### config.mk
export PLATFORM = sky130hd
export DESIGN_NAME = link_sync_qual
export DESIGN_NICKNAME = d
export VERILOG_FILES = /design/src/rtl/link_sync_qual_pkg.sv /design/src/rtl/lsq_fsm.sv /design/src/rtl/lsq_err_acc.sv /design/src/rtl/link_sync_qual.sv
export SDC_FILE = /design/constraint.sdc
export NUM_CORES = 1
export LEC_CHECK = 0
export BUFFER_PORTS_ARGS = -buffer_cell sky130_fd_sc_hd__buf_2
export CAP_MARGIN = 20
export CORE_MARGIN = 10
export CORE_UTILIZATION = 40
export CTS_BUF_LIST = sky130_fd_sc_hd__clkbuf_4
export DETAILED_ROUTE_END_ITERATION = 8
export MAX_ROUTING_LAYER = met4
export RECOVER_POWER = 100
export SETUP_SLACK_MARGIN = 0.2
export SYNTH_ARGS = -nofsm -noshare
export SYNTH_HDL_FRONTEND = slang
export SYNTH_SLANG_ARGS = --single-unit
### constraint.sdc
create_clock -name clk -period 2.55 [get_ports clk]
set_input_delay 0 -clock clk [delete_from_list [all_inputs] [get_ports clk]]
set_output_delay 0 -clock clk [all_outputs]
set_load 0.1 [all_outputs]
### src/rtl/link_sync_qual_pkg.sv
package link_sync_qual_pkg;

    typedef enum logic [1:0] {
        S_RESET      = 2'd0,
        S_WAIT_LANES = 2'd1,
        S_DEGLITCH   = 2'd2,
        S_SYNCED     = 2'd3
    } link_state_t;

endpackage

### src/rtl/lsq_fsm.sv
module lsq_fsm
    import link_sync_qual_pkg::*;
#(
    parameter int NUM_LANES   = 4,
    parameter int QUAL_CYCLES = 256
) (
    input  logic                 clk,
    input  logic                 rst_n,
    input  logic                 enable,
    input  logic [NUM_LANES-1:0] lane_ready,
    output link_state_t          state_o,
    output logic                 enter_sync_o
);
    localparam int CNT_W = (QUAL_CYCLES > 2) ? $clog2(QUAL_CYCLES) : 1;
    localparam logic [CNT_W-1:0] QUAL_LAST = CNT_W'(QUAL_CYCLES - 1);

    link_state_t      state_q, state_d;
    logic [CNT_W-1:0] run_q, run_d;
    logic             all_ready;

    assign all_ready = &lane_ready;

    // next-state logic; run_q counts ready cycles, including the WAIT_LANES one
    always_comb begin
        state_d = state_q;
        run_d   = run_q;
        if (!enable) begin
            state_d = S_RESET;
            run_d   = '0;
        end else begin
            unique case (state_q)
                S_RESET: begin
                    state_d = S_WAIT_LANES;
                    run_d   = '0;
                end
                S_WAIT_LANES: begin
                    if (all_ready) begin
                        state_d = S_DEGLITCH;
                        run_d   = CNT_W'(1);
                    end
                end
                S_DEGLITCH: begin
                    if (!all_ready) begin
                        state_d = S_WAIT_LANES;
                        run_d   = '0;
                    end else if (run_q == QUAL_LAST) begin
                        state_d = S_SYNCED;
                        run_d   = '0;
                    end else begin
                        run_d = run_q + CNT_W'(1);
                    end
                end
                S_SYNCED: begin
                    state_d = S_SYNCED;
                end
                default: begin
                    state_d = S_RESET;
                    run_d   = '0;
                end
            endcase
        end
    end

    always_ff @(posedge clk or negedge rst_n) begin
        if (!rst_n) begin
            state_q <= S_RESET;
            run_q   <= '0;
        end else begin
            state_q <= state_d;
            run_q   <= run_d;
        end
    end

    always_comb begin
        state_o      = state_q;
        enter_sync_o = (state_q == S_DEGLITCH) && (state_d == S_SYNCED);
    end


    p_disable_resets_r1: assert property (@(posedge clk) disable iff (!rst_n)
        !enable |=> state_q == S_RESET);

    p_drop_restarts_r4: assert property (@(posedge clk) disable iff (!rst_n)
        (enable && state_q == S_DEGLITCH && !all_ready) |=> (state_q == S_WAIT_LANES && run_q == '0));

    p_full_run_syncs_r3: assert property (@(posedge clk) disable iff (!rst_n)
        (enable && state_q == S_DEGLITCH && all_ready && run_q == QUAL_LAST) |=> state_q == S_SYNCED);

    p_deglitch_run_nonzero_r3: assert property (@(posedge clk) disable iff (!rst_n)
        state_q == S_DEGLITCH |-> run_q != '0);

    p_sync_sticky_r5: assert property (@(posedge clk) disable iff (!rst_n)
        (state_q == S_SYNCED && enable) |=> state_q == S_SYNCED);
endmodule

### src/rtl/lsq_err_acc.sv
module lsq_err_acc #(
    parameter int NUM_LANES = 4,
    parameter int ERR_W     = 32
) (
    input  logic                 clk,
    input  logic                 rst_n,
    input  logic                 count_en,
    input  logic                 clear,
    input  logic [NUM_LANES-1:0] lane_err,
    output logic [ERR_W-1:0]     err_count
);
    localparam int PC_W = $clog2(NUM_LANES + 1);
    localparam logic [ERR_W-1:0] ERR_MAX = {ERR_W{1'b1}};

    logic [PC_W-1:0]  hits;
    logic [ERR_W:0]   sum_wide;
    logic [ERR_W-1:0] cnt_q;

    always_comb begin
        hits = '0;
        for (int i = 0; i < NUM_LANES; i++) begin
            hits = hits + PC_W'(lane_err[i]);
        end
        sum_wide = {1'b0, cnt_q} + (ERR_W + 1)'(hits);
    end

    always_ff @(posedge clk or negedge rst_n) begin
        if (!rst_n) begin
            cnt_q <= '0;
        end else if (clear) begin
            cnt_q <= '0;
        end else if (count_en) begin
            cnt_q <= sum_wide[ERR_W] ? ERR_MAX : sum_wide[ERR_W-1:0];
        end
    end

    assign err_count = cnt_q;


    p_no_wrap_r8: assert property (@(posedge clk) disable iff (!rst_n)
        (cnt_q == ERR_MAX && !clear) |=> cnt_q == ERR_MAX);

    p_hold_when_idle_r6: assert property (@(posedge clk) disable iff (!rst_n)
        (!count_en && !clear) |=> $stable(cnt_q));

    p_clear_wins_r7: assert property (@(posedge clk) disable iff (!rst_n)
        clear |=> cnt_q == '0);
endmodule

### src/rtl/link_sync_qual.sv
module link_sync_qual
    import link_sync_qual_pkg::*;
#(
    parameter int NUM_LANES   = 4,
    parameter int QUAL_CYCLES = 256,
    parameter int ERR_W       = 32
) (
    input  logic                 clk,
    input  logic                 rst_n,
    input  logic                 enable,
    input  logic [NUM_LANES-1:0] lane_ready,
    input  logic [NUM_LANES-1:0] lane_err,
    output logic [1:0]           link_state,
    output logic                 sync_ok,
    output logic [ERR_W-1:0]     err_count
);
    link_state_t state;
    logic        enter_sync;

    lsq_fsm #(
        .NUM_LANES  (NUM_LANES),
        .QUAL_CYCLES(QUAL_CYCLES)
    ) u_fsm (
        .clk         (clk),
        .rst_n       (rst_n),
        .enable      (enable),
        .lane_ready  (lane_ready),
        .state_o     (state),
        .enter_sync_o(enter_sync)
    );

    lsq_err_acc #(
        .NUM_LANES(NUM_LANES),
        .ERR_W    (ERR_W)
    ) u_err (
        .clk      (clk),
        .rst_n    (rst_n),
        .count_en (enable),
        .clear    (enter_sync),
        .lane_err (lane_err),
        .err_count(err_count)
    );

    always_comb begin
        link_state = state;
        sync_ok    = (state == S_SYNCED);
    end


    p_zero_on_sync_r7: assert property (@(posedge clk) disable iff (!rst_n)
        $rose(sync_ok) |-> err_count == '0);

    p_leave_reset_r2: assert property (@(posedge clk) disable iff (!rst_n)
        (enable && link_state == 2'd0) |=> link_state == 2'd1);
endmodule

Word-level counts from Yosys, hierarchy flattened
Index checks and enable logic that the tools add are counted.
{"block": "totals", "in_bits": 11, "regBits": 42, "out_inout_bits": 35}
{"block": "op_classes", "muxes": 13, "addsub": 5, "reduce_logical": 5, "n_eq_ne": 7}
{"cell": "$mux 32", "n": 3}
{"cell": "$add 32x3->33", "n": 1}
{"cell": "$mux 8", "n": 4}
{"cell": "$pmux 8 s3", "n": 1}
{"cell": "$add 8x1->8 const B", "n": 1}
{"cell": "$eq 8x8->1 const B", "n": 1}
{"cell": "$mux 2", "n": 4}
{"cell": "$pmux 2 s4", "n": 1}
{"cell": "$add 3x1->3", "n": 2}
{"cell": "$eq 2x2->1 const B", "n": 3}
{"cell": "$ne 4x1->1 const B", "n": 1}
{"cell": "$reduce_and 4->1", "n": 1}
{"cell": "$ne 3x2->1 const B", "n": 1}
{"cell": "$add 1x1->2", "n": 1}
{"cell": "$eq 2x1->1 const B", "n": 1}
{"cell": "$logic_not 2->1", "n": 1}
{"cell": "$reduce_and 2->1", "n": 1}
{"cell": "$reduce_bool 2->1", "n": 1}
{"cell": "$logic_and 1x1->1", "n": 1}

Logic depth before layout (Yosys ltp)
{"block": "depth", "word_depth": 8, "depth_mapped": 15, "mapped_depth_nobuf": 13}

Hierarchy
Synthesis repeated with hierarchy kept, for this count alone.
{"block": "unflattened", "hier_cells": 308, "hier_area_um2": 2777.7}
{"module": "lsq_err_acc", "cells_per_inst": 229, "area_each_um2": 2073.2, "n_inst": 1}
{"module": "lsq_fsm", "cells_per_inst": 78, "area_each_um2": 698.2, "n_inst": 1}
{"module": "link_sync_qual", "cells_per_inst": 1, "area_each_um2": 6.3, "n_inst": 1}

Least setup slack after synthesis
No wires, ideal clock.
{"block": "synth_path", "path_type": "reg-to-reg", "from": "register u_fsm.state_q[0], in the netlist u_fsm.state_o[0]", "to": "register u_err.cnt_q[8], in the netlist u_err.err_count[8]", "path_buffers": 1, "setup_ps": 123, "arrival_time_ps": 2918, "slack_ps": -492, "path_stages_with_launch": 7, "period_less_slack_ps": 3042, "path_cell_list": "dfrtp_1 -> ha_1 -> o41ai_1 -> or3b_4 -> buf_6 -> a21oi_2 -> nor2_1"}
{"block": "synth_between", "elab_cells_between_ends": 13, "classes_between": "eq/ne: 4; mux: 6; reduce/logical: 3"}
{"item": "from (decl)", "line_no": "lsq_fsm.sv:17", "text": "link_state_t state_q, state_d;"}
{"item": "from (signal assigned)", "line_no": "lsq_fsm.sv:69", "text": "state_q <= state_d;"}
{"item": "$eq 2x2->1 (*)"}
{"item": "named net sync_ok", "line_no": "link_sync_qual.sv:14", "text": "output logic sync_ok,"}
{"item": "$pmux 2 s4 (*)", "line_no": "lsq_fsm.sv:31", "text": "unique case (state_q)"}
{"item": "$mux 2 (*)", "line_no": "lsq_fsm.sv:27", "text": "if (!enable) begin"}
{"item": "$eq 2x2->1 (*)", "line_no": "lsq_fsm.sv:76", "text": "enter_sync_o = (state_q == S_DEGLITCH) && (state_d == S_SYNCED);"}
{"item": "$logic_and 1x1->1 (*)", "line_no": "lsq_fsm.sv:76"}
{"item": "$mux 32 or $reduce_bool 2->1 (tied branches)"}
{"item": "to (signal assigned)", "line_no": "lsq_err_acc.sv:33", "text": "cnt_q <= sum_wide[ERR_W] ? ERR_MAX : sum_wide[ERR_W-1:0];"}
{"item": "to (decl)", "line_no": "lsq_err_acc.sv:17", "text": "logic [ERR_W-1:0] cnt_q;"}
Mark *: on every way through the listed nets, which the timed path passes. The rest lies on a longest branch.
A chain may end at the register's enable or synchronous reset.

Worst setup path after layout
{"block": "layout_path", "from": "register u_fsm.state_q[0], in the netlist u_fsm.state_o[0]", "to": "register u_err.cnt_q[6], in the netlist u_err.err_count[6]"}
{"block": "layout_between", "elab_chain_len": 7, "elab_cells_between_ends": 13, "classes_between": "eq/ne: 4; mux: 6; reduce/logical: 3"}
{"item": "$mux 2", "line_no": "lsq_fsm.sv:46", "text": "end else if (run_q == QUAL_LAST) begin"}
{"item": "$mux 2", "line_no": "lsq_fsm.sv:43", "text": "if (!all_ready) begin"}
{"item": "$pmux 2 s4", "line_no": "lsq_fsm.sv:31"}
{"item": "$mux 2", "line_no": "lsq_fsm.sv:27"}
{"item": "$eq 2x2->1", "line_no": "lsq_fsm.sv:76"}
{"item": "$logic_and 1x1->1 (*)", "line_no": "lsq_fsm.sv:76"}
{"item": "$mux 32 or $reduce_bool 2->1 (tied branches)"}
Mark *: on every way between the ends. The rest lies on a longest branch, timed or not.

==> impl_metrics.yaml <==
synth:
  synth_edf_count: 0
  synth_area_leader_cell: "dfrtp_1"
  yosysUniqueCellTypes: 52
  syn_nets: 328
  syn_inst: 305
  synth.avg_cell_area_um2: 8.78
  synth_top_cell_area_share_pct: 39.2
  async_flop_share_pct: 100
  yosys_warnings: 0
  synthTopCellsByArea: "dfrtp_1 39%, a21oi_1 6.2%, o21ai_0 4.9%"
  synth_most_common_cell: "dfrtp_1"
  syn-cell-area_um2: 2680
  ys_ff_latch: 42
  yosysSeqAreaShare_pct: 39.2
  synthFlopType: "dfrtp_1"
  synthTopCellsByCount: "42 x dfrtp_1, 33 x a21oi_1, 27 x nand2_1, 26 x o21ai_0, 20 x nor2_1"
final_layout:
  antennaDiodeCount: 0
  area_growth_pct: 24.9
  stdcell_count: 452
  drive_above_1_share_pct: 27.7
  nets: 397
placement:
  dp.cells: 429
  place_congestion: 0.814
  dp_hpwl_mm: 5.29
  numPortBuffers: 45
cts:
  clockBufferDepth: 2
  numCtsBuffers: 5
  clock-sinks: 42
  cts_tree: "done"
  clock_latency_ps: 360
  clk_pin_slew_worst_paths_ps: 140
  cts-root-buf: "clkbuf_4"
  htreeDepth: 2
drt:
  drtAntennaViolNets: 0
  dr_wl_met2_mm: 3.80
  viasPerCell: 5.82
  wl_met3_um: 389
  wl_met1_mm: 3.70
  wl_mm: 7.96
  top_layer_used: "met4"
  drtIter0Drc: 151
  num_vias: 2630
  drc: 0
  drtPass1Iterations: 4
  avgRoutedWirePerCell_um: 17.6
die:
  core_um2: 6420
  fp.dieW_um: 102
  io_pins: 46
  start_util_pct: 41.7
  die-area_um2: 10400
  rows: 29
  die_y_um: 102
worst_setup_path:
  setup.worst_path.class: "reg2reg"
  crit_path_end_kind: "flip-flop"
  path_max_fanout: 6
  cp.arrival_ps: 2610
  crit_path_start: "u_fsm.state_o[0]$_DFF_PN0_"
  timing.critical_path.required_ps: 2820
  start_kind: "flip-flop"
  reg2reg_from: "u_fsm.state_o[0]$_DFF_PN0_"
worst_hold_path:
  hold_path.class: "in2reg"
  min-delay-start: "enable"
power:
  power.density_nw_per_um2: 618
  leakage_nw: 1.38
  ir_worst_vdd_uv: 244
timing:
  finalSetupTns_ps: 0
  hold_ws_ps: 117
  rsz0062_at_grt: "yes"
  tightestPinTransition_ps: 1180
  slew_headroom_pct: 21.6
  hold_violations: 0
  skew_ps: 15.6
  fin_crit_sh_pct: 92.0
  setup_violations: 0
  fmax_mhz: 426
  period_needed_ps: 2350
  drv_slew: 0
grt:
  grt_usage_pct: 16.0
  grt_pass1_wl_mm: 13.1
  grt_start_max_net_pins: 59
  grt_antenna_before_repair: 0
  grt_pass1_vias: 2508
  grt_overflow_total: 0
run:
  drv_cap: 0
outcome:
  outcome: "finished clean"
[critical path, stage by stage, from the launching register on]
cell and delay [ps]:
dfrtp_4 510, inv_4 70, ha_1 170, clkbuf_1 290, a21o_1 170, a221o_1 230
buf_6 130, or3b_4 430, a21oi_1 180, nor2_1 70
[state kept, by name, summed over array words and instances, names as in the netlist]
signal and count:
u_err.err_count 32, u_fsm.run_q 8, u_fsm.state_o 2
[report_power, final]
part / switching, mW / internal [mW] / leakage, nW
logic: 0.693 / 0.198 / 0.817
registers: 0.0891 / 0.737 / 0.528
clock network: 0.237 / 0.115 / 0.0331
[cells by family after synthesis]
group | after synthesis | synth area share (%)
AO/OA/AOI/OAI | 107 | 25.4
AND/OR/NAND/NOR | 110 | 23.1
XOR/XNOR | 2 | 0.654
adder cells (fa/ha/maj) | 12 | 6.17
buffers and inverters | 31 | 5.04
flip-flops | 42 | 39.2
multiplexers | 1 | 0.420
[path summary, 6_finish.rpt]
kind                                                        end  slack, ps  cells past startpoint
worst max-delay path             u_err.err_count[6]$_DFFE_PN0P_        200                      9
worst min-delay path                 u_fsm.state_o[1]$_DFF_PN0_        120                      4
worst max register to register   u_err.err_count[6]$_DFFE_PN0P_        200                      9
worst min register to register       u_fsm.run_q[7]$_DFFE_PN0P_        510                      1
max in group asynchronous       u_err.err_count[17]$_DFFE_PN0P_       1470                      2
min in group asynchronous       u_err.err_count[12]$_DFFE_PN0P_        340                      2
[repair_timing]
item,CTS,global route
gates resized for setup,4,22
hold buffers,1,0
hold endpoints to repair,42,0
endpoints found under the setup margin,22,27
pin swaps,3,15
buffers inserted,3,7
gates cloned,2,1
[per-stage QoR]
stage	power [mW]	setup WS [ps]	instance area (um^2)	utilization, %
global placement	1.70	-116	3130	48.8
CTS	2.07	173	3260	50.7
global route	2.19	112	3350	52.1
floorplan	1.54	198	2780	-
detailed placement	1.71	-129	3130	48.8
finish	2.07	204	3350	52.1
[area by class of cell]
type,instances,area [um^2]
clock buffers,6,45.0
multi-input cells,235,1610
well taps,77,96.3
clock inverters,2,8.76
fillers,655,3080
repair buffers,71,422
flip-flops and latches,42,1090
inverters,19,73.8
[metal layers]
metal,vias to the layer above,global-route usage (%)
met3,8,3.31
met4,0,3.90
met5,-,-
li1,1275,-
met1,1280,21.3
met2,67,24.4
[cell usage in the layout, fill, tap and decap left out, types with 3 or more instances in the layout]
cell	count
or3b_4	4
a311oi_1	5
buf_6	8
inv_1	14
nor3_1	4
nand2b_1	3
clkbuf_1	37
nand2_1	26
o21ai_1	3
a21oi_1	35
a31o_2	3
o21ai_0	26
buf_4	17
nand3_1	15
nor2_1	18
o31ai_1	3
dfrtp_4	3
clkbuf_4	6
dfrtp_2	21
a41oi_1	4
ha_1	5
a31oi_1	12
buf_2	7
inv_2	4
and3_1	9
dfrtp_1	18
ha_4	3
nand4_1	10
Note: power is estimated with default switching activity, not from simulation.
